==> src/rtl/irq_accept_pkg.sv <==
package irq_accept_pkg;

    typedef enum logic [1:0] {
        CLS_NORMAL = 2'b00,
        CLS_HOLD   = 2'b01,
        CLS_BREAK  = 2'b10,
        CLS_SPARE  = 2'b11
    } retire_cls_e;

    typedef enum logic [1:0] {
        ST_IDLE     = 2'b00,
        ST_SAVE_PSW = 2'b01,
        ST_SAVE_PC  = 2'b10,
        ST_VECTOR   = 2'b11
    } seq_state_e;

    localparam logic STK_SEL_PSW = 1'b0;
    localparam logic STK_SEL_PC  = 1'b1;

endpackage

==> src/rtl/irq_accept_gate.sv <==
module irq_accept_gate
    import irq_accept_pkg::*;
(
    input  logic       idle_i,
    input  logic       retire_i,
    input  logic [1:0] retire_cls_i,
    input  logic       ie_i,
    input  logic       req_pending_i,
    output logic       accept_o
);

    logic cls_hold;
    logic cls_break;
    logic boundary_open;

    always_comb begin
        cls_hold      = (retire_cls_i == CLS_HOLD);
        cls_break     = (retire_cls_i == CLS_BREAK);
        // a boundary is only usable when the sequencer is free
        boundary_open = idle_i && retire_i;
        // hold class defers to the next boundary; break clears enable itself
        accept_o      = boundary_open && !cls_hold && !cls_break
                        && ie_i && req_pending_i;
    end

endmodule

==> src/rtl/irq_save_seq.sv <==
module irq_save_seq
    import irq_accept_pkg::*;
#(
    parameter int PSW_W = 8,
    parameter int PC_W  = 20,
    parameter int VEC_W = 16,
    parameter int STK_W = 20
) (
    input  logic             clk,
    input  logic             rst,
    input  logic             start_i,
    input  logic [PSW_W-1:0] psw_i,
    input  logic [PC_W-1:0]  pc_i,
    input  logic [VEC_W-1:0] vec_i,
    input  logic             stk_ready_i,
    output logic             idle_o,
    output logic             stk_wr_o,
    output logic             stk_sel_o,
    output logic [STK_W-1:0] stk_data_o,
    output logic             pc_load_o,
    output logic [VEC_W-1:0] pc_load_vec_o
);

    seq_state_e       state_q;
    seq_state_e       state_d;
    logic [PSW_W-1:0] psw_q;
    logic [PC_W-1:0]  pc_q;
    logic [VEC_W-1:0] vec_q;

    // state register
    always_ff @(posedge clk) begin
        if (rst) begin
            state_q <= ST_IDLE;
        end else begin
            state_q <= state_d;
        end
    end

    // capture of the context at the accepting boundary
    always_ff @(posedge clk) begin
        if (rst) begin
            psw_q <= '0;
            pc_q  <= '0;
            vec_q <= '0;
        end else if (start_i && (state_q == ST_IDLE)) begin
            psw_q <= psw_i;
            pc_q  <= pc_i;
            vec_q <= vec_i;
        end
    end

    // transitions: ACCEPT, PSW_DONE, PC_DONE, LOAD_DONE
    always_comb begin
        state_d = state_q;
        unique case (state_q)
            ST_IDLE:     if (start_i)     state_d = ST_SAVE_PSW;
            ST_SAVE_PSW: if (stk_ready_i) state_d = ST_SAVE_PC;
            ST_SAVE_PC:  if (stk_ready_i) state_d = ST_VECTOR;
            ST_VECTOR:                    state_d = ST_IDLE;
            default:                      state_d = ST_IDLE;
        endcase
    end

    // outputs
    always_comb begin
        idle_o        = 1'b0;
        stk_wr_o      = 1'b0;
        stk_sel_o     = STK_SEL_PSW;
        stk_data_o    = '0;
        pc_load_o     = 1'b0;
        pc_load_vec_o = vec_q;
        unique case (state_q)
            ST_IDLE: begin
                idle_o = 1'b1;
            end
            ST_SAVE_PSW: begin
                stk_wr_o   = 1'b1;
                stk_sel_o  = STK_SEL_PSW;
                stk_data_o = STK_W'(psw_q);
            end
            ST_SAVE_PC: begin
                stk_wr_o   = 1'b1;
                stk_sel_o  = STK_SEL_PC;
                stk_data_o = STK_W'(pc_q);
            end
            ST_VECTOR: begin
                pc_load_o = 1'b1;
            end
            default: begin
                idle_o = 1'b1;
            end
        endcase
    end

endmodule

==> src/rtl/irq_accept_ctrl.sv <==
module irq_accept_ctrl
    import irq_accept_pkg::*;
#(
    parameter int PSW_W = 8,
    parameter int PC_W  = 20,
    parameter int VEC_W = 16,
    parameter int STK_W = 20
) (
    input  logic             clk,
    input  logic             rst,
    input  logic             retire_i,
    input  logic [1:0]       retire_cls_i,
    input  logic             ie_i,
    input  logic             req_pending_i,
    input  logic [VEC_W-1:0] req_vec_i,
    input  logic [PSW_W-1:0] psw_i,
    input  logic [PC_W-1:0]  pc_i,
    input  logic             stk_ready_i,
    output logic             ack_o,
    output logic             ie_clr_o,
    output logic             busy_o,
    output logic             stk_wr_o,
    output logic             stk_sel_o,
    output logic [STK_W-1:0] stk_data_o,
    output logic             pc_load_o,
    output logic [VEC_W-1:0] pc_load_vec_o
);

    logic seq_idle;
    logic accept;

    irq_accept_gate u_gate (
        .idle_i        (seq_idle),
        .retire_i      (retire_i),
        .retire_cls_i  (retire_cls_i),
        .ie_i          (ie_i),
        .req_pending_i (req_pending_i),
        .accept_o      (accept)
    );

    irq_save_seq #(
        .PSW_W (PSW_W),
        .PC_W  (PC_W),
        .VEC_W (VEC_W),
        .STK_W (STK_W)
    ) u_seq (
        .clk           (clk),
        .rst           (rst),
        .start_i       (accept),
        .psw_i         (psw_i),
        .pc_i          (pc_i),
        .vec_i         (req_vec_i),
        .stk_ready_i   (stk_ready_i),
        .idle_o        (seq_idle),
        .stk_wr_o      (stk_wr_o),
        .stk_sel_o     (stk_sel_o),
        .stk_data_o    (stk_data_o),
        .pc_load_o     (pc_load_o),
        .pc_load_vec_o (pc_load_vec_o)
    );

    always_comb begin
        ack_o    = accept;
        ie_clr_o = accept;
        busy_o   = !seq_idle;
    end

endmodule

==> config.mk <==
export PLATFORM = sky130hd
export DESIGN_NAME = irq_accept_ctrl
export DESIGN_NICKNAME = d
export VERILOG_FILES = /design/src/rtl/irq_accept_pkg.sv /design/src/rtl/irq_accept_gate.sv /design/src/rtl/irq_save_seq.sv /design/src/rtl/irq_accept_ctrl.sv
export SDC_FILE = /design/constraint.sdc
export NUM_CORES = 1
export LEC_CHECK = 0
export CAP_MARGIN = 25
export CORE_ASPECT_RATIO = 2
export CORE_MARGIN = 2
export CORE_UTILIZATION = 40
export CTS_CLUSTER_DIAMETER = 50
export DETAILED_ROUTE_END_ITERATION = 16
export PLACE_DENSITY = 0.9
export SETUP_SLACK_MARGIN = 0.05
export SLEW_MARGIN = 20
export SYNTH_ARGS = -nofsm -noshare
export SYNTH_HDL_FRONTEND = slang
export SYNTH_SLANG_ARGS = --single-unit
==> constraint.sdc <==
create_clock -name clk -period 2.1 [get_ports clk]
set_clock_uncertainty 0.1 [all_clocks]
set_input_delay 0.315 -clock clk [delete_from_list [all_inputs] [get_ports clk]]
set_output_delay 0.315 -clock clk [all_outputs]
set_load 0.03 [all_outputs]
==> summary.md <==
| Metric | Value |
|---|---|
| Outcome | `complete, no violations` |
| Slowest CP cell | `dfxtp_1` |
| Worst Path Max Fanout | `6` |
| Slew at the pin with the worst max-slew slack | `0.4550 ns` |
| Seq cells post-synth | `46` |
| Endpoints failing setup | `0` |
| Sequential fraction of the synthesis area | `0.4682` |
| First-pass GRT wire length | `8342 um` |
| CP peak stage delay | `0.42 ns` |
| H-tree depth | `2` |
| Commonest cells after routing, fill and taps aside | `nand2_1, clkdlybuf4s50_1, dfxtp_1` |
| Gr ovfl total | `0` |
| Crit path kind | `flip-flop to output pin` |
| Setup ws final | `0.1282 ns` |
| DRT iter0 DRCs | `16` |
| Hold Crit Class | `input pin to flip-flop` |
| Antenna cells | `0` |
| Synth Area per Inst | `8.061 um^2` |
| IO Port Bufs | `93` |
| CP endpoint kind | `output pin` |
| Vias in the first global route | `1,840` |
| Post-synth EDFFs | `0` |
| Most common cell after layout, fill and taps aside | `nand2_1` |
| Die width | `53.59 um` |
| Final period util | `0.9390` |
| RSZ-0062 raised after global routing | `no` |
| Root Driver | `clkbuf_8` |
| DRC violations left | `0` |
| Final HPWL DP | `4142 um` |
| Total clock sinks | `46` |
| Final GP Congestion | `0.8257` |
| Height of the die | `103.2 um` |
| Most numerous cell on the critical path | `buf_4` |
| Post-synthesis async set-or-reset flop share | `0` |
| Final worst path period need | `1.972 ns` |
| Area grow syn2layout | `54.71%` |
| Fmax | `507.1 MHz` |
| Fin area | `3043 um^2` |
| Routed length per instance | `13.82 um` |
| I/O pins | `94` |
| Syn Inst Count | `244` |
| Vias | `1,949` |
| TritonCTS Buffers | `5` |
| Register area | `922.1 um^2` |
| Final ANT Viol Nets | `0` |
| Clk pin slew, worst setup/hold paths | `0.09 ns` |
| Vias per Instance | `4.922` |
| Starting density of the core | `0.4081` |
| Slew HR | `0.6966` |
| Post-synth cell types | `25` |
| Final Hold Viols | `0` |
| Post-synth top flop | `dfxtp_1` |
| GRT Total Usage | `0.2048` |
| Post-Route WL | `5472 um` |
| Area after DPL | `2887 um^2` |
| WP data arrival | `1.56 ns` |
| DIE AREA | `5528 um^2` |
| # rows | `36` |
| Core ar. | `4820 um^2` |
| Largest net degree at the start of global routing | `26` |
| Detailed Routing Iterations Pass 1 | `4` |
| CTS tree | `yes` |
| # fillers | `408` |
| IR drop worst, VDD | `0.6229 mV` |
| Fin nets | `395` |
| Antenna violations before repair | `0` |
| Startpoint Class | `flip-flop` |
| YS warnings | `0` |
| Required @ worst endpoint | `1.68 ns` |
| Leakage | `0.001111 uW` |
| Area of the multi-input gates | `965.9 um^2` |
| Clock buffer depth | `2` |
| Post-Syn Nets | `301` |
| R2R Setup Slk | `0.29 ns` |
| Power Density | `746.7 nW/um^2` |
| CP Cell Sequence | `inv_2, ha_4, buf_4, nor2b_2, buf_4` |
| Share of layout cells above drive strength 1 | `0.2094` |
| # hold bufs at CTS | `0` |
| Fin. max-slew vios | `0` |
| Final Non-Filler Cells | `396` |
| Setup WS pre-CTS | `-0.01386 ns` |
| Max-cap check violation count | `0` |
| Cells after DPL | `385` |
| Post-Syn Area | `1967 um^2` |
| Clk_lat worst skew | `0.29 ns` |
-- repair_timing --
item                                    4_1_cts  5_1_grt
setup buffers                                 3        0
resized for setup                             8        4
endpoints found under the setup margin       25       10
-- cells in the mapped netlist, types with 3 or more instances --
cell / count / area share
a21oi_2: 10 / 0.045
dfxtp_1: 46 / 0.47
inv_1: 3 / 0.0057
a22oi_1: 8 / 0.031
nor2b_1: 8 / 0.025
clkbuf_1: 7 / 0.013
and2_1: 12 / 0.038
a21oi_1: 36 / 0.092
buf_6: 4 / 0.023
ha_1: 5 / 0.032
buf_2: 4 / 0.010
nand2_1: 88 / 0.17
-- critical path: cells and delay by family (launching register included) --
kind                       cells  cell delay (ns)
DFF                            1             0.42
buffers and inverters          3             0.41
adders and majority gates      1             0.30
and+or+nand+nor                1             0.15
-- power breakdown --
part	leakage [uW]	internal, uW	switching, uW
Combinational	0.000690	359	394
Sequential	0.000372	920	36.2
Clock	0.0000489	272	291
Total	0.00111	1550	721
-- logic make-up (layout without fill, tap and decap cells) --
logic type,Yosys count,after routing,synth area share
compound gates,58,58,0.1826
xor+xnor,1,1,0.004454
fa+ha+maj,5,5,0.03181
buf+inv,22,117,0.06997
flops,46,46,0.4682
simple gates,112,112,0.2430
-- per-stage QoR --
step	power [uW]	hold WS [ns]	TNS, ns	util
after floorplan	1357	0.3317	0	-
after global placement	1644	0.3368	0	0.5989
after detailed placement	1669	0.3428	-0.01386	0.5989
after CTS	2283	0.3497	0	0.6285
after global routing	2383	0.3663	0	0.6314
final	2272	0.3465	0	0.6314
-- sequential cells by signal, indices dropped and copies added, names as in the netlist --
name / count
u_seq.pc_load_vec_o: 16
u_seq.pc_q: 20
u_seq.psw_q: 8
u_seq.state_q: 2
-- path summary, 6_finish.rpt --
check,from,end,cells past startpoint
worst max-delay path,u_seq.state_q[1]$_SDFFE_PP0P_,stk_data_o[0],5
worst min-delay path,rst,u_seq.psw_q[4]$_SDFFE_PP0P_,2
worst max register to register,u_seq.state_q[1]$_SDFFE_PP0P_,u_seq.pc_load_vec_o[6]$_SDFFE_PP0P_,9
worst min register to register,u_seq.pc_q[11]$_SDFFE_PP0P_,u_seq.pc_q[11]$_SDFFE_PP0P_,2
-- layout make-up --
class,count,area share
timing repair buffer,105,0.3183
clock inverter,1,0.002878
tap,57,0.02344
clock buffer,7,0.02837
multi-input combinational,176,0.3174
inverter,4,0.006579
sequential,46,0.3030
-- metal layers --
| layer | global-route usage | vias to the layer above | share of wire |
|---|---|---|---|
| met5 | 0 | - | 0 |
| met4 | 0.1361 | 0 | 0.058 |
| met3 | 0.03305 | 22 | 0.032 |
| met2 | 0.3761 | 68 | 0.57 |
| met1 | 0.1991 | 884 | 0.34 |
| li1 | - | 975 | - |
Note: power is estimated with default switching activity, not from simulation.
